[src/rtl/sia_pkg.sv]
package sia_pkg;

  localparam int SRC_N = 6;
  localparam int LVL_W = 5;

  // receive status bit positions
  typedef enum int {
    RXS_HUNT_EXIT = 0,
    RXS_IDLE      = 1,
    RXS_BREAK     = 2,
    RXS_CODE_EOM  = 3,
    RXS_PARITY    = 4,
    RXS_OVERRUN   = 5
  } rx_src_e;

  // transmit status bit positions
  typedef enum int {
    TXS_PREAMBLE  = 0,
    TXS_IDLE      = 1,
    TXS_ABORT     = 2,
    TXS_EOF       = 3,
    TXS_CRC       = 4,
    TXS_UNDERRUN  = 5
  } tx_src_e;

  // next pending value: an event wins over a clear
  function automatic logic [31:0] pend_next(input logic [31:0] cur,
                                            input logic [31:0] evt,
                                            input logic [31:0] clr);
    return (cur & ~clr) | evt;
  endfunction

  // true if any pending source is also armed
  function automatic logic any_armed(input logic [31:0] pend,
                                     input logic [31:0] arm);
    return |(pend & arm);
  endfunction

  // receive side: strictly above threshold
  function automatic logic lvl_above(input logic [31:0] lvl,
                                     input logic [31:0] thr);
    return lvl > thr;
  endfunction

  // transmit side: strictly below threshold
  function automatic logic lvl_below(input logic [31:0] lvl,
                                     input logic [31:0] thr);
    return lvl < thr;
  endfunction

endpackage

[src/rtl/sia_status_group.sv]
module sia_status_group #(
  parameter int NSRC = sia_pkg::SRC_N
) (
  input  logic            clk,
  input  logic            rst_n,
  input  logic [NSRC-1:0] evt,
  input  logic [NSRC-1:0] clr,
  input  logic [NSRC-1:0] arm,
  output logic [NSRC-1:0] pend,
  output logic            req
);
  import sia_pkg::*;

  logic [NSRC-1:0] pend_q;
  logic [NSRC-1:0] pend_d;
  logic [31:0]     next_w;

  assign next_w = pend_next(32'(pend_q), 32'(evt), 32'(clr));
  assign pend_d = next_w[NSRC-1:0];

  for (genvar i = 0; i < NSRC; i++) begin : g_bit
    always_ff @(posedge clk or negedge rst_n) begin
      if (!rst_n) pend_q[i] <= 1'b0;
      else        pend_q[i] <= pend_d[i];
    end
  end

  assign pend = pend_q;
  assign req  = any_armed(32'(pend_q), 32'(arm));

endmodule

[src/rtl/sia_level_req.sv]
module sia_level_req #(
  parameter int LW    = sia_pkg::LVL_W,
  parameter bit ABOVE = 1'b1
) (
  input  logic          clk,
  input  logic          rst_n,
  input  logic [LW-1:0] lvl,
  input  logic [LW-1:0] thr,
  output logic          req
);
  import sia_pkg::*;

  logic hit_w;

  if (ABOVE) begin : g_above
    assign hit_w = lvl_above(32'(lvl), 32'(thr));
  end else begin : g_below
    assign hit_w = lvl_below(32'(lvl), 32'(thr));
  end

  always_ff @(posedge clk or negedge rst_n) begin
    if (!rst_n) req <= 1'b0;
    else        req <= hit_w;
  end

endmodule

[src/rtl/sia_irq_aggregator.sv]
module sia_irq_aggregator #(
  parameter int NSRC = sia_pkg::SRC_N,
  parameter int LW   = sia_pkg::LVL_W
) (
  input  logic            clk,
  input  logic            rst_n,
  input  logic [NSRC-1:0] rx_evt,
  input  logic [NSRC-1:0] rx_arm,
  input  logic [NSRC-1:0] rx_clr,
  input  logic [NSRC-1:0] tx_evt,
  input  logic [NSRC-1:0] tx_arm,
  input  logic [NSRC-1:0] tx_clr,
  input  logic [LW-1:0]   rx_level,
  input  logic [LW-1:0]   rx_thresh,
  input  logic [LW-1:0]   tx_level,
  input  logic [LW-1:0]   tx_thresh,
  output logic [NSRC-1:0] rx_pend,
  output logic [NSRC-1:0] tx_pend,
  output logic            rx_stat_irq,
  output logic            tx_stat_irq,
  output logic            rx_data_irq,
  output logic            tx_data_irq
);

  // named internal wires, visible to the bound checker
  logic            rx_stat_w, tx_stat_w, rx_data_w, tx_data_w;
  logic [NSRC-1:0] rx_pend_w, tx_pend_w;

  sia_status_group #(.NSRC(NSRC)) u_rx_stat (
    .clk(clk), .rst_n(rst_n), .evt(rx_evt), .clr(rx_clr), .arm(rx_arm),
    .pend(rx_pend_w), .req(rx_stat_w)
  );

  sia_status_group #(.NSRC(NSRC)) u_tx_stat (
    .clk(clk), .rst_n(rst_n), .evt(tx_evt), .clr(tx_clr), .arm(tx_arm),
    .pend(tx_pend_w), .req(tx_stat_w)
  );

  sia_level_req #(.LW(LW), .ABOVE(1'b1)) u_rx_data (
    .clk(clk), .rst_n(rst_n), .lvl(rx_level), .thr(rx_thresh), .req(rx_data_w)
  );

  sia_level_req #(.LW(LW), .ABOVE(1'b0)) u_tx_data (
    .clk(clk), .rst_n(rst_n), .lvl(tx_level), .thr(tx_thresh), .req(tx_data_w)
  );

  assign rx_pend     = rx_pend_w;
  assign tx_pend     = tx_pend_w;
  assign rx_stat_irq = rx_stat_w;
  assign tx_stat_irq = tx_stat_w;
  assign rx_data_irq = rx_data_w;
  assign tx_data_irq = tx_data_w;

endmodule

[config.mk]
export PLATFORM = sky130hd
export DESIGN_NAME = sia_irq_aggregator
export DESIGN_NICKNAME = d
export VERILOG_FILES = /design/src/rtl/sia_pkg.sv /design/src/rtl/sia_status_group.sv /design/src/rtl/sia_level_req.sv /design/src/rtl/sia_irq_aggregator.sv
export SDC_FILE = /design/constraint.sdc
export NUM_CORES = 1
export LEC_CHECK = 0
export ABC_AREA = 1
export BUFFER_PORTS_ARGS = -buffer_cell sky130_fd_sc_hd__clkbuf_2
export CORE_MARGIN = 4
export CORE_UTILIZATION = 36
export CTS_BUF_LIST = sky130_fd_sc_hd__clkbuf_4 sky130_fd_sc_hd__clkbuf_8 sky130_fd_sc_hd__clkbuf_16
export DETAILED_ROUTE_END_ITERATION = 16
export PLACE_DENSITY = 0.75
export SETUP_SLACK_MARGIN = 0.3
export SYNTH_ARGS = -nofsm -noshare
export SYNTH_HDL_FRONTEND = slang
export SYNTH_SLANG_ARGS = --single-unit
[constraint.sdc]
create_clock -name clk -period 0.8 [get_ports clk]
set_input_delay 0.16 -clock clk [delete_from_list [all_inputs] [get_ports clk]]
set_output_delay 0.16 -clock clk [all_outputs]
set_load 0.02 [all_outputs]
Word level (Yosys, flattened, before mapping)
Cells that the tools add are included.
Word-level totals
  logic and storage cells: 26
  bits of input ports: 58
  register bits: 14
Cells by class
  reduce and logical (&&, ||, !) cells: 2
  bitwise logic cells: 8
  order comparisons: 2
Operator list (number)
  32-bit OR reduction: 2
  6-bit bitwise AND: 4
  6-bit NOT: 2
  6-bit OR: 2
  5-bit greater-than comparator: 1
  5-bit < comparator: 1

Depth between registers and ports, before layout
  depth in word-level cells: 3
  gate-level depth with buffers: 8
  depth with buffers taken out: 8

By module
A second synthesis with hierarchy kept.
Second synthesis, totals
  cells, all modules: 107
  area, all modules: 839.6 um2
By module, submodules not included
  sia_status_group: cells an instance 30, area each 262.8 um2, instances 2
  sia_level_req at u_rx_data: cells an instance 24, area each 168.9 um2, instances 1
  sia_level_req at u_tx_data: cells an instance 23, area each 145.1 um2, instances 1

Worst setup path after synthesis
OpenSTA, ideal clock, no wires.
  path type: register to output
  start: register u_tx_stat.pend_q[3], in the netlist u_tx_stat.pend[3]
  end: output port tx_stat_irq
  required time: 0.640 ns
  slack: -0.265 ns
  stages on the path, launching flop included: 5
  path buffers: 0
  arrival: 0.905 ns
  cells stage by stage: dfrtp_1 > nand2_1 > nand2_1 > a21oi_1 > nand4_1
Between the ends
  longest elaborated chain between the ends: 2
RTL lines
  start, declared: line sia_status_group.sv:14  | logic [NSRC-1:0] pend_q;
  start signal, assigned by index: line sia_status_group.sv:24  | else pend_q[i] <= pend_d[i];
  6-bit bitwise AND: line sia_pkg.sv:36  | return |(pend & arm);
  32-bit OR reduction: line sia_pkg.sv:36
  end, declared: line sia_irq_aggregator.sv:20  | output logic tx_stat_irq,
No other way between the ends.

Worst setup path after layout
  start: register u_rx_stat.pend_q[3], in the netlist u_rx_stat.pend[3]
  end: output port rx_stat_irq
Between the ends
  longest elaborated chain between the ends: 2
RTL lines
  start, declared: line sia_status_group.sv:14
  start signal, assigned by index: line sia_status_group.sv:24
  6-bit bitwise AND: line sia_pkg.sv:36
  32-bit OR reduction: line sia_pkg.sv:36
  end, declared: line sia_irq_aggregator.sv:19  | output logic rx_stat_irq,
No other way between the ends.

==> metrics.txt <==
run status finished, violations left; failing checks negative hold slack, negative setup slack; peak per-stage delay on the critical path 0.43 ns; DIE AREA 0.00308 mm^2; first-pass GRT wire length 4330 um; initial antenna violation count 0; GP Congestion 0.784; clock-pin slew on the worst setup and hold paths 0.10 ns; drt total wl 3180 um; delay-heaviest family, CP flip-flops; R2R setup slack -0.22 ns; Least-Margin Pin Slew 0.352 ns; Synth Area per Inst 8.36 um^2; Overflow after GRT 0; register bit total from synthesis 14; worst-skew pair later-pin latency 0.27 ns; Compound-Gate Fraction of Synth Area 14.8%; Worst Path Required 0.64 ns; mux share of post-synthesis cell area 0%; Initial Utilization 39.7%; final-report hold violation count 14; Worst Setup Start Kind flop; DR vias/cell 4.68; net count after synthesis 164; Multi-input gate area 524 um^2; final antenna-violating net count 0; CP bufs+invs 1; XOR/XNOR share of the synthesized area 0%; Slew HR 76.5%; WL/cell 14.6 um; Critical-path top delay cell dfrtp_2; Period minus WS final 1.40 ns; H-Tree Depth 1; most frequent CP cell nand2_2; post-route worst setup slack -0.597 ns; Worst Skew 0 ns; Syn-to-layout area delta 123%; synth unique cells 12; share of layout cells above drive strength 1 77.5%; Yosys warning total 0; largest net degree at the start of global routing 15; Core ar. 0.00204 mm^2; HPWL after DPL 2060 um; WHS -0.237 ns; Starting DRT DRC Count 12; area share of and/or/nand/nor cells after synthesis 16.0%; overall via count from detail_route 1,021; mapped cell area 811 um^2; Residual DRC 0; Crit Path Class flop to output port; crit-path cells nand2_2, nand2_2, a21oi_2, nand4_1, clkbuf_8; final antenna diode count 0; Adder-Cell Fraction of Synth Area 13.9%; Die Ht 55.5 um; CP Data Arrival Time 1.24 ns; clk sink count 14; Area after DPL 0.00138 mm^2; Power Total 2190 uW; FMAX 0.716 GHz; row count 16; min-delay worst type primary input to asynchronous set/reset pin; Pins Over Slew Limit 0; IO buf count 73; drt pass-1 iters 4; Peak VDD IR 0.000944 V; Worst Setup End Kind output port; fillers 101; vias in the first global route 986; period utilization 175%; R2R depth 5; commonest non-fill, non-tap cell in the layout clkbuf_2; DIE WIDTH 55.5 um; TritonCTS clock tree done; Synth Instances 97; sequential share of the synthesized area 43.2%; FF-to-FF End u_rx_stat.pend[3]$_DFF_PN0_; Design Area, Final 0.00181 mm^2; Crit Path Max Fanout 2; Leakage Power 0.000977 uW; most frequent cells in the layout clkbuf_2 (50), buf_6 (24), o21bai_1 (12), dfrtp_2 (12); clock root buffer clkbuf_4; register area 365 um^2; reg2reg start u_rx_stat.pend[3]$_DFF_PN0_; All-Layer GR Usage 17.5%; final setup fails 21; TritonCTS Buffers 3; RSZ-0062 raised after global routing yes; maximum capacitance violations 0; I/O pin count 74; pwr/cell area 1210 mW/mm^2; final net count 259; largest family of logic cells by synthesized area simple AND/OR/NAND/NOR gates; clock buffer depth 2
-- cells in the mapped netlist --
cell | number | area share [%]
a21oi_1 | 4 | 2.5
dfrtp_1 | 14 | 43
ha_1 | 9 | 14
inv_1 | 26 | 12
nand2_1 | 21 | 9.7
nand2_2 | 1 | 0.77
nand4_1 | 2 | 1.5
nor2_1 | 4 | 1.9
nor3_2 | 1 | 1.2
nor3b_1 | 1 | 0.93
o21ai_0 | 2 | 1.2
o21bai_1 | 12 | 11
-- how the worst max path moves through the flow --
stage / startpoint / endpoint / slack, ns / cells after the start
final: u_rx_stat.pend[3]$_DFF_PN0_ / rx_stat_irq / -0.60 / 5
after CTS: u_rx_stat.pend[3]$_DFF_PN0_ / rx_stat_irq / -0.58 / 5
after detailed placement: u_rx_stat.pend[3]$_DFF_PN0_ / rx_stat_irq / -0.31 / 5
after floorplan: u_rx_stat.pend[2]$_DFF_PN0_ / rx_stat_irq / -0.24 / 4
after global placement: u_rx_stat.pend[3]$_DFF_PN0_ / rx_stat_irq / -0.24 / 5
after global routing: u_rx_stat.pend[3]$_DFF_PN0_ / rx_stat_irq / -0.65 / 5
-- where the power goes --
group / switching, uW / internal, uW / leakage [uW] / total [uW]
logic: 395 / 518 / 0.000816 / 913
clock network: 233 / 227 / 0.0000184 / 460
registers: 43.1 / 769 / 0.000143 / 813
-- cell type report --
cell class              count  area share, %
clock buffers               4           1.66
multi-input cells          57           29.0
inverters                  26           6.65
flip-flops and latches     14           20.2
repair buffers             90           40.6
well taps                  27           1.87
-- registers in the layout, summed over array words and instances (netlist names) --
register / flops
u_rx_stat.pend: 6
u_tx_data.req: 1
u_tx_stat.pend: 6
u_rx_data.req: 1
-- worst register-to-register path: stages, from the launching register on --
cell	delay, ns
dfrtp_2	0.43
buf_4	0.14
buf_6	0.10
buf_6	0.11
inv_2	0.04
o21bai_1	0.07
-- layer usage --
metal / global-route usage (%) / part of all wire, % / vias to the layer above
met4: 6.94 / 2.1 / 0
li1: - / - / 489
met3: 5.36 / 6.6 / 8
met2: 31.6 / 55 / 53
met5: 0 / 0 / -
met1: 18.6 / 36 / 471
-- per-stage QoR --
stage	cells	hold slack, ns	util [%]	TNS, ns	setup WS [ns]
floorplan	97	-0.136	-	-0.522	-0.244
global placement	204	0.0810	67.7	-0.929	-0.235
detailed placement	204	0.0883	67.7	-1.10	-0.315
CTS	212	-0.218	79.0	-5.13	-0.578
global route	218	-0.215	88.5	-6.48	-0.650
finish	218	-0.237	88.5	-5.86	-0.597
-- logic make-up (layout without fill, tap and decap cells) --
kind of cell / count (synthesis) / count (layout)
flops: 14 / 14
compound gates: 18 / 18
fa+ha+maj: 9 / 9
simple gates: 30 / 30
buf+inv: 26 / 120
-- repair_timing --
action | in CTS | in global routing
resized for setup | 44 | 58
endpoints found under the setup margin | 30 | 30
buffers inserted | 4 | 6
pin swaps | 13 | 20
hold endpoints to repair | 14 | 14
(Power assumes the default switching activity.)
